File: src/rtl/mm_pkg.sv
package mm_pkg;
    // Default word width of the modular multiplier (modulus 2^W + 1)
    localparam int unsigned MM_W = 16;
    // Pipeline depth from operand capture to result
    localparam int unsigned MM_LAT = 2;
endpackage

File: src/rtl/mm_prod_stage.sv
module mm_prod_stage #(
    parameter int unsigned W = mm_pkg::MM_W
) (
    input  logic             clk,
    input  logic             rst_n,
    input  logic             in_valid,
    input  logic [W-1:0]     a,
    input  logic [W-1:0]     b,
    output logic             s1_valid,
    output logic [2*W-1:0]   s1_prod,
    output logic             s1_zero,
    output logic [W-1:0]     s1_zres
);
    localparam int unsigned PW = 2 * W;
    localparam logic [PW-1:0] MAX_NZ_PROD = {{W{1'b1}}, {W{1'b0}}} - {{(W-1){1'b1}}, 1'b0} - {{(PW-1){1'b0}}, 1'b1};

    logic         a_zero;
    logic         b_zero;
    logic [W-1:0] other;
    logic [W-1:0] zres_d;

    // Zero path: (2^W)*x == -x (mod 2^W+1), so result = 1 - x truncated.
    // With both zero, other = 0 and the result is 1.
    always_comb begin
        a_zero = (a == '0);
        b_zero = (b == '0);
        other  = a_zero ? b : a;
        zres_d = W'(1) - other;
    end

    always_ff @(posedge clk or negedge rst_n) begin
        if (!rst_n) begin
            s1_valid <= 1'b0;
            s1_prod  <= '0;
            s1_zero  <= 1'b0;
            s1_zres  <= '0;
        end else begin
            s1_valid <= in_valid;
            if (in_valid) begin
                s1_prod <= PW'(a) * PW'(b);
                s1_zero <= a_zero | b_zero;
                s1_zres <= zres_d;
            end
        end
    end


    // nonzero operands never give a product above (2^W-1)^2
    prod_bound_chk: assert property (@(posedge clk) disable iff (!rst_n)
        (s1_valid && !s1_zero) |-> (s1_prod <= MAX_NZ_PROD));
endmodule

File: src/rtl/mm_reduce_stage.sv
module mm_reduce_stage #(
    parameter int unsigned W = mm_pkg::MM_W
) (
    input  logic             clk,
    input  logic             rst_n,
    input  logic             s1_valid,
    input  logic [2*W-1:0]   s1_prod,
    input  logic             s1_zero,
    input  logic [W-1:0]     s1_zres,
    output logic             out_valid,
    output logic [W-1:0]     out_res
);
    logic [W-1:0] lo;
    logic [W-1:0] hi;
    logic [W:0]   diff;
    logic [W-1:0] folded;

    // lo - hi, plus (2^W + 1) on borrow, which is +1 after truncation
    always_comb begin
        lo     = s1_prod[W-1:0];
        hi     = s1_prod[2*W-1:W];
        diff   = {1'b0, lo} - {1'b0, hi};
        folded = diff[W] ? (diff[W-1:0] + W'(1)) : diff[W-1:0];
    end

    always_ff @(posedge clk or negedge rst_n) begin
        if (!rst_n) begin
            out_valid <= 1'b0;
            out_res   <= '0;
        end else begin
            out_valid <= s1_valid;
            if (s1_valid) begin
                out_res <= s1_zero ? s1_zres : folded;
            end
        end
    end
endmodule

File: src/rtl/mod65537_mul.sv
module mod65537_mul #(
    parameter int unsigned W = mm_pkg::MM_W
) (
    input  logic         clk,
    input  logic         rst_n,
    input  logic         in_valid,
    input  logic [W-1:0] op_a,
    input  logic [W-1:0] op_b,
    output logic         out_valid,
    output logic [W-1:0] out_res
);
    logic           s1_valid;
    logic [2*W-1:0] s1_prod;
    logic           s1_zero;
    logic [W-1:0]   s1_zres;

    mm_prod_stage #(.W(W)) u_prod (
        .clk      (clk),
        .rst_n    (rst_n),
        .in_valid (in_valid),
        .a        (op_a),
        .b        (op_b),
        .s1_valid (s1_valid),
        .s1_prod  (s1_prod),
        .s1_zero  (s1_zero),
        .s1_zres  (s1_zres)
    );

    mm_reduce_stage #(.W(W)) u_reduce (
        .clk       (clk),
        .rst_n     (rst_n),
        .s1_valid  (s1_valid),
        .s1_prod   (s1_prod),
        .s1_zero   (s1_zero),
        .s1_zres   (s1_zres),
        .out_valid (out_valid),
        .out_res   (out_res)
    );


    latency_chk: assert property (@(posedge clk) disable iff (!rst_n)
        in_valid |-> ##2 out_valid);


    bubble_chk: assert property (@(posedge clk) disable iff (!rst_n)
        !in_valid |-> ##2 !out_valid);


    identity_chk: assert property (@(posedge clk) disable iff (!rst_n)
        (in_valid && op_a == W'(1)) |-> ##2 (out_res == $past(op_b, 2)));


    both_zero_chk: assert property (@(posedge clk) disable iff (!rst_n)
        (in_valid && op_a == '0 && op_b == '0) |-> ##2 (out_res == W'(1)));
endmodule

File: config.mk
export PLATFORM = sky130hd
export DESIGN_NAME = mod65537_mul
export DESIGN_NICKNAME = d
export VERILOG_FILES = /design/src/rtl/mm_pkg.sv /design/src/rtl/mm_prod_stage.sv /design/src/rtl/mm_reduce_stage.sv /design/src/rtl/mod65537_mul.sv
export SDC_FILE = /design/constraint.sdc
export NUM_CORES = 1
export LEC_CHECK = 0
export BUFFER_PORTS_ARGS = -buffer_cell sky130_fd_sc_hd__buf_2
export CORE_MARGIN = 1
export CORE_UTILIZATION = 40
export DETAILED_ROUTE_END_ITERATION = 8
export GPL_TIMING_DRIVEN = 0
export PLACE_DENSITY = 0.6
export REMOVE_ABC_BUFFERS = 1
export SYNTH_ARGS = -nofsm -noshare
export SYNTH_HDL_FRONTEND = slang
export SYNTH_HIERARCHICAL = 1
export SYNTH_SLANG_ARGS = --single-unit
File: constraint.sdc
create_clock -name clk -period 4.1 [get_ports clk]
set_input_delay 0.615 -clock clk [delete_from_list [all_inputs] [get_ports clk]]
set_output_delay 0.615 -clock clk [all_outputs]
set_load 0.01 [all_outputs]
==> metrics.md <==
| Metric | Value |
|---|---|
| H-tree levels | 3 |
| Reg area | 1680 µm² |
| Final nets | 1891 |
| Tot GR Track Use | 0.230 |
| Core Region | 31800 µm² |
| Root Driver | clkbuf_16 |
| Initial antenna violation count | 0 |
| Max-slew headroom | 0.131 |
| Post-DP HPWL | 24500 µm |
| Routed WL | 36800 µm |
| Multi-input gate area | 10800 µm² |
| # fillers | 2897 |
| RSZ-0062 raised after global routing | true |
| Post-route setup slack | -1.59 ns |
| Avg Cell Area, Syn | 8.69 µm² |
| Grt ovf | 0 |
| Clock Path Buffers | 2 |
| Synth top area cells | fa_1, dfrtp_1, ha_1 |
| Yosys warning count | 6 |
| Mapped cell area | 13000 µm² |
| Vias in the first global route | 11500 |
| Placement Setup Slack | -2.72 ns |
| Clk_lat worst skew | 0.33 ns |
| First-pass GRT wire length | 60000 µm |
| Final max-slew violation count | 0 |
| Number of enable flip-flop cells after synthesis | 0 |
| I/O Pins | 52 |
| Commonest non-fill, non-tap cells in the layout | inv_1, nand2_1, fa_1 |
| Max-cap violations | 0 |
| Synth cell types | 84 |
| Largest family of logic cells by synthesized area | adder cells |
| WP data required | 4.31 ns |
| Setup-failing EPs final | 24 |
| 1st-iter DRT viols | 657 |
| Crit path capture type | flop |
| Post-route ant nets | 0 |
| HP Class | primary input to async pin |
| Vias | 10600 |
| #FFs+latches synth | 67 |
| Post-layout min period | 5.69 ns |
| Commonest non-fill, non-tap cell in the layout | inv_1 |
| Status | finished with violations |
| Starting density of the core | 0.410 |
| Async SR Flop Fraction | 1.00 |
| # DRC | 0 |
| Die Height | 182 µm |
| Top cell type's share of synthesized area | 0.300 |
| DR WL/cell | 18.6 µm |
| CTS Buf Count | 9 |
| Layout area overhead | 20.4% |
| Worst-path clk slew | 0.06 ns |
| Worst-Margin Slew | 1.30 ns |
| Die extent in x | 182 µm |
| Peak Freq | 176 MHz |
| Setup CP Type | primary input to flop |
| Synth Area in XOR/XNOR | 0.0336 |
| Sink Count | 67 |
| Multiplexer share of the synthesized area | 0.0264 |
| Largest net degree at the start of global routing | 68 |
| Area leader, netlist | fa_1 |
| Synth Area in Simple Gates | 0.187 |
| Compound-gate portion of the synthesized area | 0.108 |
| Layout cells sized above 1 | 0.194 |
| Adder-Cell Fraction of Synth Area | 0.417 |
| Worst Path Max Fanout | 5 |
| Synth Instances | 1499 |
| Row count | 65 |
| 1st-pass router iterations | 5 |
| RD Place Congestion | 0.875 |
| Worst Skew | 0.0113 ns |
| PortBufs | 51 |
| Final Hold Viols | 0 |
| CTS tree | yes |
| Post-CTS Hold Buffers | 0 |
| Tcrit/Tclk final | 1.39 |
| Final hold slack | 0.378 ns |
| Die Area | 33300 µm² |
| Failing checks | negative setup slack |
| Worst EP arrival | 5.90 ns |
| Via-to-Cell Ratio | 5.33 |
| Startpoint Class | primary input |
| Register area share after synthesis | 0.129 |
| Main synth FF type | dfrtp_1 |
metrics by stage:
stage                     cells   util  TNS (ns)  instance area [µm²]
after global routing       1979  0.493    -33.33                15700
final                      1980  0.493    -30.27                15700
after global placement     1908  0.425    -53.57                13500
after detailed placement   1908  0.425    -54.20                13500
after floorplan            1422      -    -33.26                12700
after CTS                  1974  0.487    -28.31                15500
synthesized netlist by cell type (8+ instances only):
cell type  instances
a21oi_1           76
and2_1           121
nand2_1          203
ha_1             122
dfrtp_1           67
inv_1            260
nand4_1           12
o21a_1             8
a211oi_1           8
nand3_1           18
o21ai_0           31
mux2_2            27
xnor2_1           29
xor2_1            21
fa_1             195
o21ai_1           14
nor3_1            16
clkbuf_1          70
nor4_1             9
nor2_1            52
final timing paths:
path | slack (ns) | cells after the start | start | end
max | -1.59 | 20 | op_a[7] | u_prod/s1_prod[22]
min | 0.38 | 1 | rst_n | u_prod/s1_prod[4]
max reg2reg | 0.78 | 12 | u_prod/s1_prod[0] | u_reduce/out_res[14]
min reg2reg | 0.49 | 2 | u_prod/s1_prod[31] | u_prod/s1_prod[31]
max in group asynchronous | 3.11 | 1 | rst_n | u_prod/s1_prod[18]
min in group clk | 0.49 | 2 | u_prod/s1_prod[31] | u_prod/s1_prod[31]
metal layers:
layer  part of all wire  routed length (µm)  vias up  GRT usage
met2               0.47               17500      305      0.385
met3              0.060                2220       55     0.0401
met4              0.022                 804        0     0.0598
met5                  0                   0        -          0
li1                   -                   -     4878          -
met1               0.44               16300     5321      0.307
layout make-up:
type,count,share of cell area
diodes,1,0.000160
flip-flops and latches,67,0.107
inverters,260,0.0622
multi-input cells,1095,0.687
clock buffers,11,0.0155
repair buffers,106,0.0900
well taps,435,0.0347
clock inverters,5,0.00335
logic make-up (layout without fill, tap and decap cells):
kind of cell	Yosys count	count (layout)
compound gates	214	214
flops	67	67
mux	31	31
fa+ha+maj	317	317
simple gates	483	483
xor+xnor	50	50
other cells	0	1
buf+inv	337	382
registers in the layout, summed over array words and instances, names as in the netlist:
signal              count
u_reduce/out_res       16
u_prod/s1_prod         32
u_prod/s1_zero          1
u_prod/s1_zres         16
u_reduce/out_valid      1
u_prod/s1_valid         1
what timing repair did:
| action | in CTS | in global routing |
|---|---|---|
| endpoints found under the setup margin | 26 | 25 |
| pin swaps | 119 | 43 |
| buffers inserted | 46 | 5 |
| cloned | 8 | 1 |
| gates resized for setup | 270 | 31 |
worst max-delay path: stages:
cell	delay, ns
buf_16	0.12
and2_4	0.15
fa_1	0.53
inv_1	0.05
fa_1	0.47
fa_2	0.58
inv_2	0.03
fa_1	0.48
fa_1	0.49
inv_1	0.05
fa_1	0.52
inv_2	0.05
ha_4	0.23
inv_2	0.07
o311a_4	0.21
o31ai_4	0.08
o2111a_2	0.29
o41a_1	0.45
xor2_1	0.17
mux2_4	0.26
Power is left out: the tool's default activity adds up to more than one toggle a clock period on the data nets, which glitch-free logic cannot reach.
